<file path="config.mk">
export PLATFORM = sky130hd
export DESIGN_NAME = owm_core
export DESIGN_NICKNAME = d
export VERILOG_FILES = /design/src/rtl/owm_core.sv
export SDC_FILE = /design/constraint.sdc
export NUM_CORES = 1
export LEC_CHECK = 0
export ABC_AREA = 0
export BUFFER_PORTS_ARGS = -buffer_cell sky130_fd_sc_hd__buf_2
export CAP_MARGIN = 20
export CORE_MARGIN = 3
export CORE_UTILIZATION = 58
export CTS_CLUSTER_DIAMETER = 30
export DETAILED_ROUTE_END_ITERATION = 8
export MAX_ROUTING_LAYER = met4
export PLACE_DENSITY_LB_ADDON = 0.25
export SLEW_MARGIN = 40
export SYNTH_ARGS = -nofsm -noshare
export SYNTH_HDL_FRONTEND = slang
export SYNTH_SLANG_ARGS = --single-unit
</file>
<file path="constraint.sdc">
create_clock -name clk -period 2.3 [get_ports clk]
set_input_delay 0.23 -clock clk [delete_from_list [all_inputs] [get_ports clk]]
set_output_delay 0.23 -clock clk [all_outputs]
set_load 0.05 [all_outputs]
</file>
<file path="src/rtl/owm_core.sv">
module owm_core #(
  parameter int ADDR_SHIFT  = 0,
  parameter int T_RST_LOW   = 480,
  parameter int T_RST_HIGH  = 625,
  parameter int T_PD_SAMPLE = 70,
  parameter int T_SLOT      = 70,
  parameter int T_W1_LOW    = 6,
  parameter int T_W0_LOW    = 60,
  parameter int T_SAMPLE    = 15,
  localparam int AW = ADDR_SHIFT + 3
) (
  input  logic          clk,
  input  logic          rst_n,
  input  logic          tick_us,
  input  logic [AW-1:0] addr,
  input  logic          wr_en,
  input  logic          rd_en,
  input  logic [7:0]    wdata,
  output logic [7:0]    rdata,
  output logic          irq,
  output logic          dq_oe,
  input  logic          dq_in,
  output logic          search_mode
);
  localparam int RST_TOTAL = T_RST_LOW + T_RST_HIGH;
  localparam int CW = $clog2(RST_TOTAL + T_SLOT + 1);

  typedef enum logic [1:0] {S_IDLE, S_RST, S_XFER} st_t;
  st_t st;

  logic [CW-1:0] cnt;
  logic [2:0]    bit_n;
  logic [7:0]    sh, rx_q;
  logic          rx_bit, pd_done, no_dev, tx_empty, rx_full, pend, srch;
  logic [4:0]    en_q;

  wire [2:0] sel    = addr[ADDR_SHIFT +: 3];
  wire       wr_cmd = wr_en && sel == 3'd0;
  wire       wr_dat = wr_en && sel == 3'd1;
  wire       wr_ien = wr_en && sel == 3'd3;
  wire       rd_st  = rd_en && sel == 3'd2;
  wire       rd_dat = rd_en && sel == 3'd1;
  wire       idle   = st == S_IDLE;

  wire rst_end  = st == S_RST  && tick_us && cnt == CW'(RST_TOTAL - 1);
  wire slot_end = st == S_XFER && tick_us && cnt == CW'(T_SLOT - 1);
  wire byte_end = slot_end && bit_n == 3'd7;
  wire [CW-1:0] low_len = sh[0] ? CW'(T_W1_LOW) : CW'(T_W0_LOW);
  wire event_hit = (rst_end && en_q[0]) || (byte_end && (en_q[2] || en_q[3]));

  assign dq_oe = (st == S_RST && cnt < CW'(T_RST_LOW)) || (st == S_XFER && cnt < low_len);
  assign irq = en_q[4] ? pend : ~pend;
  assign search_mode = srch;

  always_ff @(posedge clk) begin
    if (!rst_n) begin
      st <= S_IDLE;
      cnt <= '0;
      bit_n <= '0;
      sh <= '0;
      rx_q <= '0;
      rx_bit <= 1'b0;
    end else begin
      case (st)
        S_IDLE: begin
          cnt <= '0;
          if (wr_cmd && wdata[0]) st <= S_RST;
          else if (wr_dat) begin
            st <= S_XFER;
            sh <= wdata;
            bit_n <= '0;
          end
        end
        S_RST: if (tick_us) begin
          if (cnt == CW'(T_RST_LOW + T_PD_SAMPLE)) rx_bit <= dq_in;
          if (rst_end) begin
            st <= S_IDLE;
            cnt <= '0;
          end else cnt <= cnt + 1'b1;
        end
        S_XFER: if (tick_us) begin
          if (cnt == CW'(T_SAMPLE)) rx_bit <= dq_in;
          if (slot_end) begin
            cnt <= '0;
            sh <= {rx_bit, sh[7:1]};
            bit_n <= bit_n + 1'b1;
            if (bit_n == 3'd7) begin
              st <= S_IDLE;
              rx_q <= {rx_bit, sh[7:1]};
            end
          end else cnt <= cnt + 1'b1;
        end
        default: st <= S_IDLE;
      endcase
    end
  end

  always_ff @(posedge clk) begin
    if (!rst_n) begin
      pd_done <= 1'b0;
      no_dev <= 1'b0;
      tx_empty <= 1'b0;
      rx_full <= 1'b0;
      pend <= 1'b0;
      srch <= 1'b0;
      en_q <= '0;
      rdata <= '0;
    end else begin
      if (wr_cmd) srch <= wdata[1];
      if (wr_ien) en_q <= wdata[4:0];
      if (rst_end) no_dev <= rx_bit;
      if (rst_end) pd_done <= 1'b1;
      else if (rd_st) pd_done <= 1'b0;
      if (byte_end) tx_empty <= 1'b1;
      else if (rd_st) tx_empty <= 1'b0;
      if (byte_end) rx_full <= 1'b1;
      else if (rd_dat) rx_full <= 1'b0;
      if (event_hit) pend <= 1'b1;
      else if (rd_st) pend <= 1'b0;
      if (rd_en) begin
        case (sel)
          3'd0: rdata <= {6'b0, srch, !idle};
          3'd1: rdata <= rx_q;
          3'd2: rdata <= {4'b0, rx_full, tx_empty, no_dev, pd_done};
          3'd3: rdata <= {3'b0, en_q};
          default: rdata <= '0;
        endcase
      end
    end
  end

  assert_timer_frozen_R12: assert property (@(posedge clk) disable iff (!rst_n)
    (!idle && !tick_us) |=> ($stable(cnt) && $stable(bit_n)));
  assert_done_flags_R5: assert property (@(posedge clk) disable iff (!rst_n)
    byte_end |=> (rx_full && tx_empty && st == S_IDLE));
  assert_status_clear_R6: assert property (@(posedge clk) disable iff (!rst_n)
    (rd_st && !rst_end && !byte_end) |=> (!pd_done && !tx_empty && !pend));
  assert_pend_hold_R8: assert property (@(posedge clk) disable iff (!rst_n)
    (pend && !rd_st) |=> pend);
  assert_busy_ignore_R10: assert property (@(posedge clk) disable iff (!rst_n)
    (st == S_XFER && !slot_end && wr_en) |=> (st == S_XFER && $stable(bit_n)));
endmodule

</file>
==> results of run 1 <==
[placed cells by master, fill, tap and decap left out, types with 3 or more instances in the layout]
| master | instances |
|---|---|
| dfxtp_1 | 48 |
| nor2_1 | 32 |
| a21oi_1 | 28 |
| buf_2 | 26 |
| nand2_1 | 22 |
| nand3_1 | 18 |
| mux2i_1 | 15 |
| nor2b_1 | 12 |
| ha_1 | 11 |
| nand2b_1 | 9 |
| buf_4 | 9 |
| a211oi_1 | 8 |
| nand4_1 | 7 |
| inv_1 | 5 |
| o21ai_0 | 5 |
| clkbuf_8 | 5 |
| and4_1 | 4 |
| xor2_1 | 4 |
| inv_2 | 3 |
| xnor2_1 | 3 |
| a31oi_1 | 3 |
| and2_1 | 3 |
| mux2_2 | 3 |
| dfxtp_2 | 3 |
[report_power, final]
part / internal (mW) / total (mW) / switching (mW)
Sequential: 0.910 / 0.920 / 0.00959
Combinational: 0.0569 / 0.147 / 0.0898
Clock: 0.428 / 0.725 / 0.297
Total: 1.40 / 1.79 / 0.396
[cell families (layout without fill, tap and decap cells)]
logic type	Yosys count	after routing	synth area share
multiplexers	20	20	0.0864
adder cells (fa/ha/maj)	13	13	0.0614
XOR/XNOR	7	7	0.0231
buffers and inverters	23	51	0.0392
AND/OR/NAND/NOR	125	125	0.254
AO/OA/AOI/OAI	59	59	0.143
flip-flops	52	52	0.393
[how the worst min path moves through the flow]
| stage | cells after the start | from | endpoint | slack [ns] |
|---|---|---|---|---|
| detailed placement | 2 | rx_q[7] | rx_q[7] | 0.45 |
| global placement | 2 | pd_done | pd_done | 0.44 |
| finish | 3 | dq_in | rx_bit | 0.16 |
| floorplan | 2 | wdata[0] | en_q[0] | 0.37 |
| CTS | 3 | dq_in | rx_bit | 0.16 |
| global route | 3 | dq_in | rx_bit | 0.18 |
[per-layer routing]
| layer | track usage | part of all wire | vias up |
|---|---|---|---|
| met5 | - | 0 | - |
| met4 | 0.0523 | 0.0066 | 0 |
| met3 | 0.0629 | 0.060 | 4 |
| met2 | 0.364 | 0.47 | 68 |
| met1 | 0.345 | 0.47 | 1065 |
| li1 | - | - | 1129 |
[cells in the mapped netlist, types with 4 or more instances]
cell       n  share of area
dfxtp_1   52           0.39
xor2_1     4          0.013
nand2b_1   9          0.021
nor2_1    32          0.045
o21ai_0    5         0.0094
clkbuf_1   6         0.0085
mux2i_1   15          0.057
nor2b_1   12          0.028
a21oi_1   28          0.053
nand3_1   18          0.034
nand4_1    7          0.017
and4_1     4          0.013
a211oi_1   8          0.023
buf_2      5         0.0094
ha_1      13          0.061
nand2_1   22          0.031
inv_1      6         0.0085
[flip-flops by register name (all words and copies together) (netlist names)]
name,flops
sh,8
rdata,8
cnt,11
tx_empty,1
bit_n,3
en_q,5
no_dev,1
pend,1
rx_full,1
rx_bit,1
st,2
pd_done,1
search_mode,1
rx_q,8
[metrics by stage]
step	utilization	hold WS [ns]	setup WS (ns)	TNS [ns]	instances
2_1_floorplan	-	0.374	0.0111	0	299
3_3_place_gp	0.676	0.444	0.194	0	368
3_5_place_dp	0.676	0.449	0.0854	0	368
4_1_cts	0.719	0.160	-0.0949	-0.0949	377
5_1_grt	0.722	0.182	-0.0842	-0.0842	377
6_report	0.722	0.159	-0.0191	-0.0191	377
[what timing repair did]
action / CTS / global route
pin swaps: 5 / 2
setup endpoints to repair: 1 / 5
setup buffers: 2 / 0
resized for setup: 10 / 3
endpoints found under the hold margin: 0 / 0
[cell type report]
type	count	share of cell area
Inverter	8	0.00990
Multi-Input combinational cell	224	0.513
Clock buffer	5	0.0227
Tap cell	50	0.0206
Sequential cell	52	0.346
Timing Repair Buffer	36	0.0689
Clock inverter	2	0.0198
[critical path, stage by stage (launching register included)]
cell and delay (ns):
dfxtp_2 0.34, buf_4 0.15, ha_1 0.27, a21o_1 0.19, a211o_1 0.33, a2111oi_4 0.31, buf_6 0.20
==> results.tsv, run 1 <==
metric	value	unit
placement-stage cell area	2840	sq um
Hold Fails Final Rpt	0	
Ys Warns	0	
FILL cells	341	
violated checks	setup timing	
FF/Latch Area	1050	sq um
pin count of the biggest net entering global routing	28	
Syn Std Cell Area	2650	sq um
DRC	0	
R2R depth	7	
worst relative slew slack	0.669	
Fmax	0.431	GHz
setup ws final	-0.0191	ns
die height	73.6	um
Setup Skew	0.00765	ns
drt via density	6.01	
Pleak	1.17	nW
Reg2Reg Capture Point	cnt[9]	
Post-synth ARST share	0	
Post-synth EDFFs	0	
core area	4200	sq um
# setup viols final	1	
drt pass-1 iters	4	
critical path capture point type	output pin	
Port Buffers	27	
Routed Antenna Nets	0	
RSZ-0062 raised after global routing	true	
Seq/Total Area, Yosys	0.393	
Startpoint Class	flop	
Crit Path Category	reg -> out	
clk sinks	52	
overall power	1.79	mW
outcome	finished, violations left	
Reg-to-Reg Start	cnt[0]	
ys flop type	dfxtp_1	
post-route cell area	3030	sq um
critical path capture point	dq_oe	
CTS tree	yes	
Skew-Pair Late Insertion Delay	0.31	ns
Overall Global Routing Usage	0.248	
maximum vdd drop	0.000730	V
max-cap violation count	0	
DRT iter0 DRCs	200	
Worst EP required	2.07	ns
Crit path arrival time	2.09	ns
clock buffers created by TritonCTS	5	
Vias	2266	
Rows	23	
Clk pin slew, worst setup/hold paths	0.09	ns
total wire length	6.06	mm
area of the multi-input gates	1560	sq um
Die X	73.6	um
DR WL/cell	16.1	um
number of diodes	0	
HPWL after DPL	4.25	mm
Slew Viols, Final	0	
die area	5420	sq um
FF-to-FF setup slack	0.25	ns
nets@finish	357	
H-Tree Depth	2	
Mapped Nets	329	
layout cells sized above 1	0.199	
Syn Area/Cell	8.87	sq um
PwrDens	590	nW/um^2
library cells used by synthesis	51	
final worst-path cycle share	1.01	
routability cong.	0.930	
CP Max Fanout	4	
CTS Hold Bufs	0	
Gate Count Post-Synth	299	
vias in the first global route	2056	
Worst-Margin Slew	0.495	ns
Max Root-Sink Buffers	2	
min Tclk post-route	2.32	ns
initial antenna violation count	0	
first-pass GRT wire length	10.0	mm
Critical path origin	sh[0]	
Starting Density	0.631	
post-synthesis register bit count	52	
P&R area growth vs syn	14.4	%
CTS Root Cell	clkbuf_8	
IO Pins	28	
aggregate global routing overflow	0	
Hold Crit Class	in -> reg	
Power figures use the tool's default switching activity.
==> inputs of run 2 (changes only) <==
CORE_UTILIZATION = 50   (was 58)
RECOVER_POWER = 25   (was not set)
==> run 2 against run 1 <==
  * The run still ends with setup timing left
  * Via count decreased by 2.1%
  * Combinational power down 3%
  * Worst hold slack improved by 0.0039 ns
  * Global-route usage decreased by 4.3 points
  * Setup slack hardly changed
  * Register-to-register slack better by 0.09 ns
  * Non-clock buffer count rose by 1
  * Sequential share of layout area is essentially flat
  * Largest cell class unchanged
==> results.tsv, run 2 (synthesis results as in run 1) <==
metric	value	unit	change
Slew Viols, Final	0		unchanged
max incr delay on CP	0.35	ns	about the same
Worst-Margin Slew	0.994	ns	+0.498 ns
worst relative slew slack	0.337		-0.332
Hold Crit Depth	3		unchanged
Reg-to-Reg Start	cnt[1]		
Fmax	0.431	GHz	about the same
R2R depth	6		-1
Overall Global Routing Usage	0.205		-0.0430
Setup TNS Final	-0.0188	ns	+0.000316 ns
outcome	finished, violations left		
pin count of the biggest net entering global routing	33		+18%
nets@finish	358		+0.28%
Crit Path Category	reg -> out		
Hold Path End	rx_bit		
setup ws final	-0.0188	ns	+0.000316 ns
Max stage delay cell, worst path	dfxtp_2		
routability cong.	0.836		-10%
Worst EP required	2.07	ns	about the same
min Tclk post-route	2.32	ns	-0.000316 ns
Rows	25		+8.7%
overall power	1.70	mW	-4.9%
clk sinks	52		unchanged
hold path start	dq_in		
Crit path arrival time	2.09	ns	about the same
crit-path cells	ha_4 -> a31o_1 -> a21o_1 -> a211o_1 -> a2111oi_4 -> buf_6		
Skew-Pair Late Insertion Delay	0.31	ns	about the same
H-Tree Depth	2		unchanged
number of diodes	0		unchanged
# setup viols final	1		unchanged
placement-stage cell area	2870	sq um	+1.0%
Startpoint Class	flop		
Port Buffers	27		unchanged
aggregate global routing overflow	0		unchanged
Clk pin slew, worst setup/hold paths	0.09	ns	about the same
FF-to-FF setup slack	0.34	ns	+0.09 ns
first-pass GRT wire length	10.0	mm	+0.28%
RSZ-0062 raised after global routing	true		
clock buffers created by TritonCTS	5		unchanged
hold slack	0.163	ns	+0.00391 ns
drt pass-1 iters	4		unchanged
Max Root-Sink Buffers	2		unchanged
IO Pins	28		unchanged
violated checks	setup timing		
PwrDens	563	nW/um^2	-4.7%
most frequent cells in the layout	dfxtp_1 (48), nor2_1 (32), a21oi_1 (28)		
critical path capture point type	output pin		
Die X	78.8	um	+7.1%
Top reg by flops	cnt		
core area	4910	sq um	+17%
maximum vdd drop	0.000466	V	-36%
DR WL/cell	14.7	um	-8.4%
die area	6210	sq um	+15%
CP Max Fanout	2		-2
Reg2Reg Capture Point	rx_bit		
CTS Root Cell	clkbuf_8		
P&R area growth vs syn	14.1	%	
Hold Crit Class	in -> reg		
commonest non-fill, non-tap cell in the layout	dfxtp_1		
die height	78.8	um	+7.1%
post-route cell area	3030	sq um	-0.29%
final worst-path cycle share	1.01		about the same
Starting Density	0.540		-0.0912
total wire length	5.83	mm	-3.8%
max FFs per register	11		unchanged
Setup Skew	0.0114	ns	+0.00375 ns
vias in the first global route	2094		+1.8%
Hold Fails Final Rpt	0		unchanged
CTS tree	yes		
max-cap violation count	0		unchanged
Routed Antenna Nets	0		unchanged
drt via density	5.60		-6.8%
initial antenna violation count	0		unchanged
Pleak	1.14	nW	-2.2%
DRT iter0 DRCs	183		-8.5%
HPWL after DPL	4.20	mm	-1.2%
layout cells sized above 1	0.179		-0.0194
DRC	0		unchanged
Vias	2218		-2.1%
==> run 2: cell types whose count changed in the layout (fill, tap and decap cells not counted), sizes merged <==
cell,delta
buf,-4
bufinv,-1
clkbuf,+6
inv,+1
==> run 2: worst max-delay path: cells and delay by family, from the launching register on <==
kind / cells / cell delay, ns
flip-flops: 1 / 0.35
adder cells (fa/ha/maj): 1 / 0.23
buffers and inverters: 1 / 0.21
AO/OA/AOI/OAI: 4 / 1.00
==> run 2: layout make-up <==
cell class | instances | area, sq um
fill | 458 | 1890
inverter | 8 | 32.5
clock inverter | 2 | 38.8
timing repair buffer | 37 | 208
multi-input combinational | 224 | 1540
tap | 67 | 83.8
clock buffer | 6 | 72.6
sequential | 52 | 1050
==> run 2: report_power, final <==
group	internal (mW)	switching, mW	total [mW]
clock network	0.329	0.312	0.641
logic	0.0558	0.0857	0.142
registers	0.911	0.00941	0.920
==> run 2: worst max path at each step <==
stage	start	end	slack, ns	cells past startpoint
finish	sh[0]	dq_oe	-0.02	6
global route	sh[0]	dq_oe	-0.07	6
CTS	sh[0]	dq_oe	-0.09	6
detailed placement	st[0]	dq_oe	0.12	7
global placement	st[0]	dq_oe	0.19	7
floorplan	st[0]	dq_oe	0.01	7
==> run 2: through the flow <==
stage          instances   util  setup WS, ns
2_1_floorplan        299      -        0.0111
5_1_grt              396  0.616       -0.0726
3_5_place_dp         386  0.584         0.121
6_report             396  0.616       -0.0188
4_1_cts              396  0.618       -0.0860
3_3_place_gp         386  0.584         0.190
==> run 2: what timing repair did <==
item | CTS | global route
pin swaps | 5 | 1
hold buffers | 0 | 0
setup endpoints to repair | 1 | 1
resized for setup | 11 | 0
setup buffers | 2 | 0
==> run 2: layer usage <==
| layer | GRT usage | up-vias | wire [um] |
|---|---|---|---|
| met2 | 0.305 | 42 | 2630 |
| met1 | 0.287 | 1042 | 2930 |
| met5 | - | - | 0 |
| met3 | 0.0442 | 6 | 232 |
| li1 | - | 1128 | - |
| met4 | 0.0464 | 0 | 40 |
==> inputs of run 3 (changes only) <==
ABC_AREA = 1   (was 0)
CORE_UTILIZATION = 55   (was 50)
==> run 3 against run 2 <==
  * The flow now finishes without violations
  * Global-route usage up 1.3 points
  * Die area down 8.5%
  * Cell count up 16%
  * Maximum frequency up 10%
  * Critical path depth up 1
  * Count of clock-buffer cells in the layout unchanged
  * Highest routed layer unchanged
==> results.tsv, run 3 <==
metric	value	unit	change
outcome	finished clean		
Max Root-Sink Buffers	2		unchanged
largest family of logic cells by synthesized area	simple AND/OR/NAND/NOR gates		
hold path start	dq_in		
die area	5680	sq um	-8.5%
routability cong.	0.950		+14%
DRC	0		unchanged
Startpoint Class	flop		
vias in the first global route	2084		-0.48%
Setup Skew	0.0113	ns	-0.0000719 ns
Synth area leaders	dfxtp_1 (39%), nand2_1 (13%), nor2_1 (7.1%)		
Reg2Reg Capture Point	bit_n[2]		
die height	75.4	um	-4.3%
hold slack	0.155	ns	-0.00819 ns
Synth Area in Compound Gates	0.145		+0.00155
CP Max Fanout	11		+9
Synth Area in Simple Gates	0.298		+0.0437
Rows	24		-4.0%
Synth top area share	0.393		about the same
CTS tree	yes		
IO Pins	28		unchanged
Crit path arrival time	1.87	ns	-0.22 ns
placement-stage cell area	2810	sq um	-2.1%
Post-synth ARST share	0		unchanged
DRT iter0 DRCs	162		-11%
post-synthesis xor/xnor area fraction	0.0198		-0.00328
FILL cells	421		-8.1%
Syn Std Cell Area	2650	sq um	about the same
multiplexer share of the synthesized area	0		-0.0864
Setup TNS Final	0	ns	+0.0188 ns
maximum vdd drop	0.000518	V	+11%
CTS Hold Bufs	0		unchanged
core area	4500	sq um	-8.3%
# setup viols final	0		-1
CTS Root Cell	clkbuf_8		
worst relative slew slack	0.234		-0.103
Skew-Pair Late Insertion Delay	0.31	ns	about the same
Post-CTS Setup Bufs	0		-2
largest area contributor in the netlist	dfxtp_1		
Port Buffers	27		unchanged
commonest non-fill, non-tap cell in the layout	nand2_1		
DR WL/cell	12.4	um	-16%
final worst-path cycle share	0.914		-0.0944
Synth Area in Adders	0.0614		about the same
overall power	2.06	mW	+21%
DP Worst Slack	0.470	ns	+0.349 ns
Placed Cells	451		+17%
FF-to-FF setup slack	0.38	ns	+0.04 ns
# resized after CTS	0		-11
Reg-to-Reg Start	st[0]		
post-synthesis register bit count	52		unchanged
PwrDens	712	nW/um^2	+26%
Die X	75.4	um	-4.3%
Worst-Margin Slew	1.15	ns	+0.155 ns
ys flop type	dfxtp_1		
pin count of the biggest net entering global routing	30		-9.1%
Starting Density	0.588		+0.0482
final core occ	0.643		+0.0264
aggregate global routing overflow	0		unchanged
R2R depth	9		+3
P&R area growth vs syn	9.26	%	
critical path capture point type	output pin		
FF/Latch Area	1040	sq um	-0.48%
post-route cell area	2890	sq um	-4.3%
Hold Crit Depth	3		unchanged
setup ws final	0.198	ns	+0.217 ns
Fmax	0.476	GHz	+10%
Vias	2461		+11%
library cells used by synthesis	31		-39%
Gate Count Post-Synth	381		+27%
Overall Global Routing Usage	0.218		+0.0133
Routed Antenna Nets	0		unchanged
Hold Fails Final Rpt	0		unchanged
Worst EP required	2.07	ns	about the same
area of the multi-input gates	1390	sq um	-10%
Seq/Total Area, Yosys	0.393		about the same
Hold Path End	rx_bit		
drt pass-1 iters	4		unchanged
most common cell in the synthesized netlist	nand2_1		
Ys Warns	0		unchanged
Mapped Nets	411		+25%
number of diodes	0		unchanged
Post-synth EDFFs	0		unchanged
drt via density	5.36		-4.3%
most frequent cells in the layout	nand2_1 (89), dfxtp_1 (52), nor2_1 (50)		
Pleak	1.21	nW	+5.5%
clock buffers created by TritonCTS	5		unchanged
max FFs per register	11		unchanged
nets@finish	436		+22%
first-pass GRT wire length	9.33	mm	-7.1%
RSZ-0062 raised after global routing	false		
Crit Path Category	reg -> out		
layout cells sized above 1	0.123		-0.0565
list of most frequent post-synthesis cells	nand2_1 (89), dfxtp_1 (52), nor2_1 (50)		
clk sinks	52		unchanged
HPWL after DPL	4.26	mm	+1.5%
max-cap violation count	0		unchanged
Syn Area/Cell	6.95	sq um	-22%
Clk pin slew, worst setup/hold paths	0.10	ns	about the same
total wire length	5.69	mm	-2.5%
Slew Viols, Final	0		unchanged
Top reg by flops	cnt		
initial antenna violation count	0		unchanged
Hold Crit Class	in -> reg		
non-filler cells, final	459		+16%
min Tclk post-route	2.10	ns	-0.217 ns
H-Tree Depth	2		unchanged
[run 3: cell count changes in the layout (fill, tap and decap cells not counted), moves of 9 or more]
cell / delta
inv_1: +28
mux2i_1: -15
nand2_1: +67
nand2b_1: -9
nor2_1: +18
nor2b_1: -12
o21ai_0: +11
o21ai_1: +13
[run 3: cell type report]
type / instances / area share
Multi-Input combinational cell: 274 / 0.479
Clock inverter: 2 / 0.00562
Inverter: 44 / 0.0571
Timing Repair Buffer: 29 / 0.0506
Sequential cell: 52 / 0.360
Tap cell: 52 / 0.0225
Clock buffer: 6 / 0.0251
[run 3: metal layers]
layer | GRT usage | vias up | routed length [um]
met2 | 0.314 | 60 | 2440
met5 | - | - | 0
met1 | 0.308 | 1111 | 2880
met3 | 0.0488 | 6 | 296
li1 | - | 1284 | -
met4 | 0.0583 | 0 | 70
[run 3: cell families after synthesis]
family	after synthesis
simple gates	184
fa+ha+maj	13
flops	52
buf+inv	55
compound gates	71
xor+xnor	6
[run 3: critical path: stages, from the launching register on]
cell,delay [ns]
dfxtp_1,0.36
inv_1,0.10
ha_1,0.23
inv_2,0.12
nor4_1,0.26
a21oi_1,0.12
nor2_1,0.09
buf_2,0.27
[run 3: worst max path at each step]
stage | endpoint | slack [ns] | startpoint | cells after the start
4_1_cts | dq_oe | 0.22 | st[0] | 7
2_1_floorplan | dq_oe | 0.22 | st[0] | 8
5_1_grt | dq_oe | 0.05 | st[0] | 7
6_report | dq_oe | 0.20 | st[0] | 7
3_5_place_dp | bit_n[2] | 0.47 | st[0] | 9
3_3_place_gp | bit_n[1] | 0.54 | st[0] | 9
[run 3: power breakdown]
part           switching [mW]  total, mW  internal (mW)
Combinational           0.331      0.503          0.172
Sequential             0.0568       1.03          0.971
Clock                   0.311      0.528          0.217
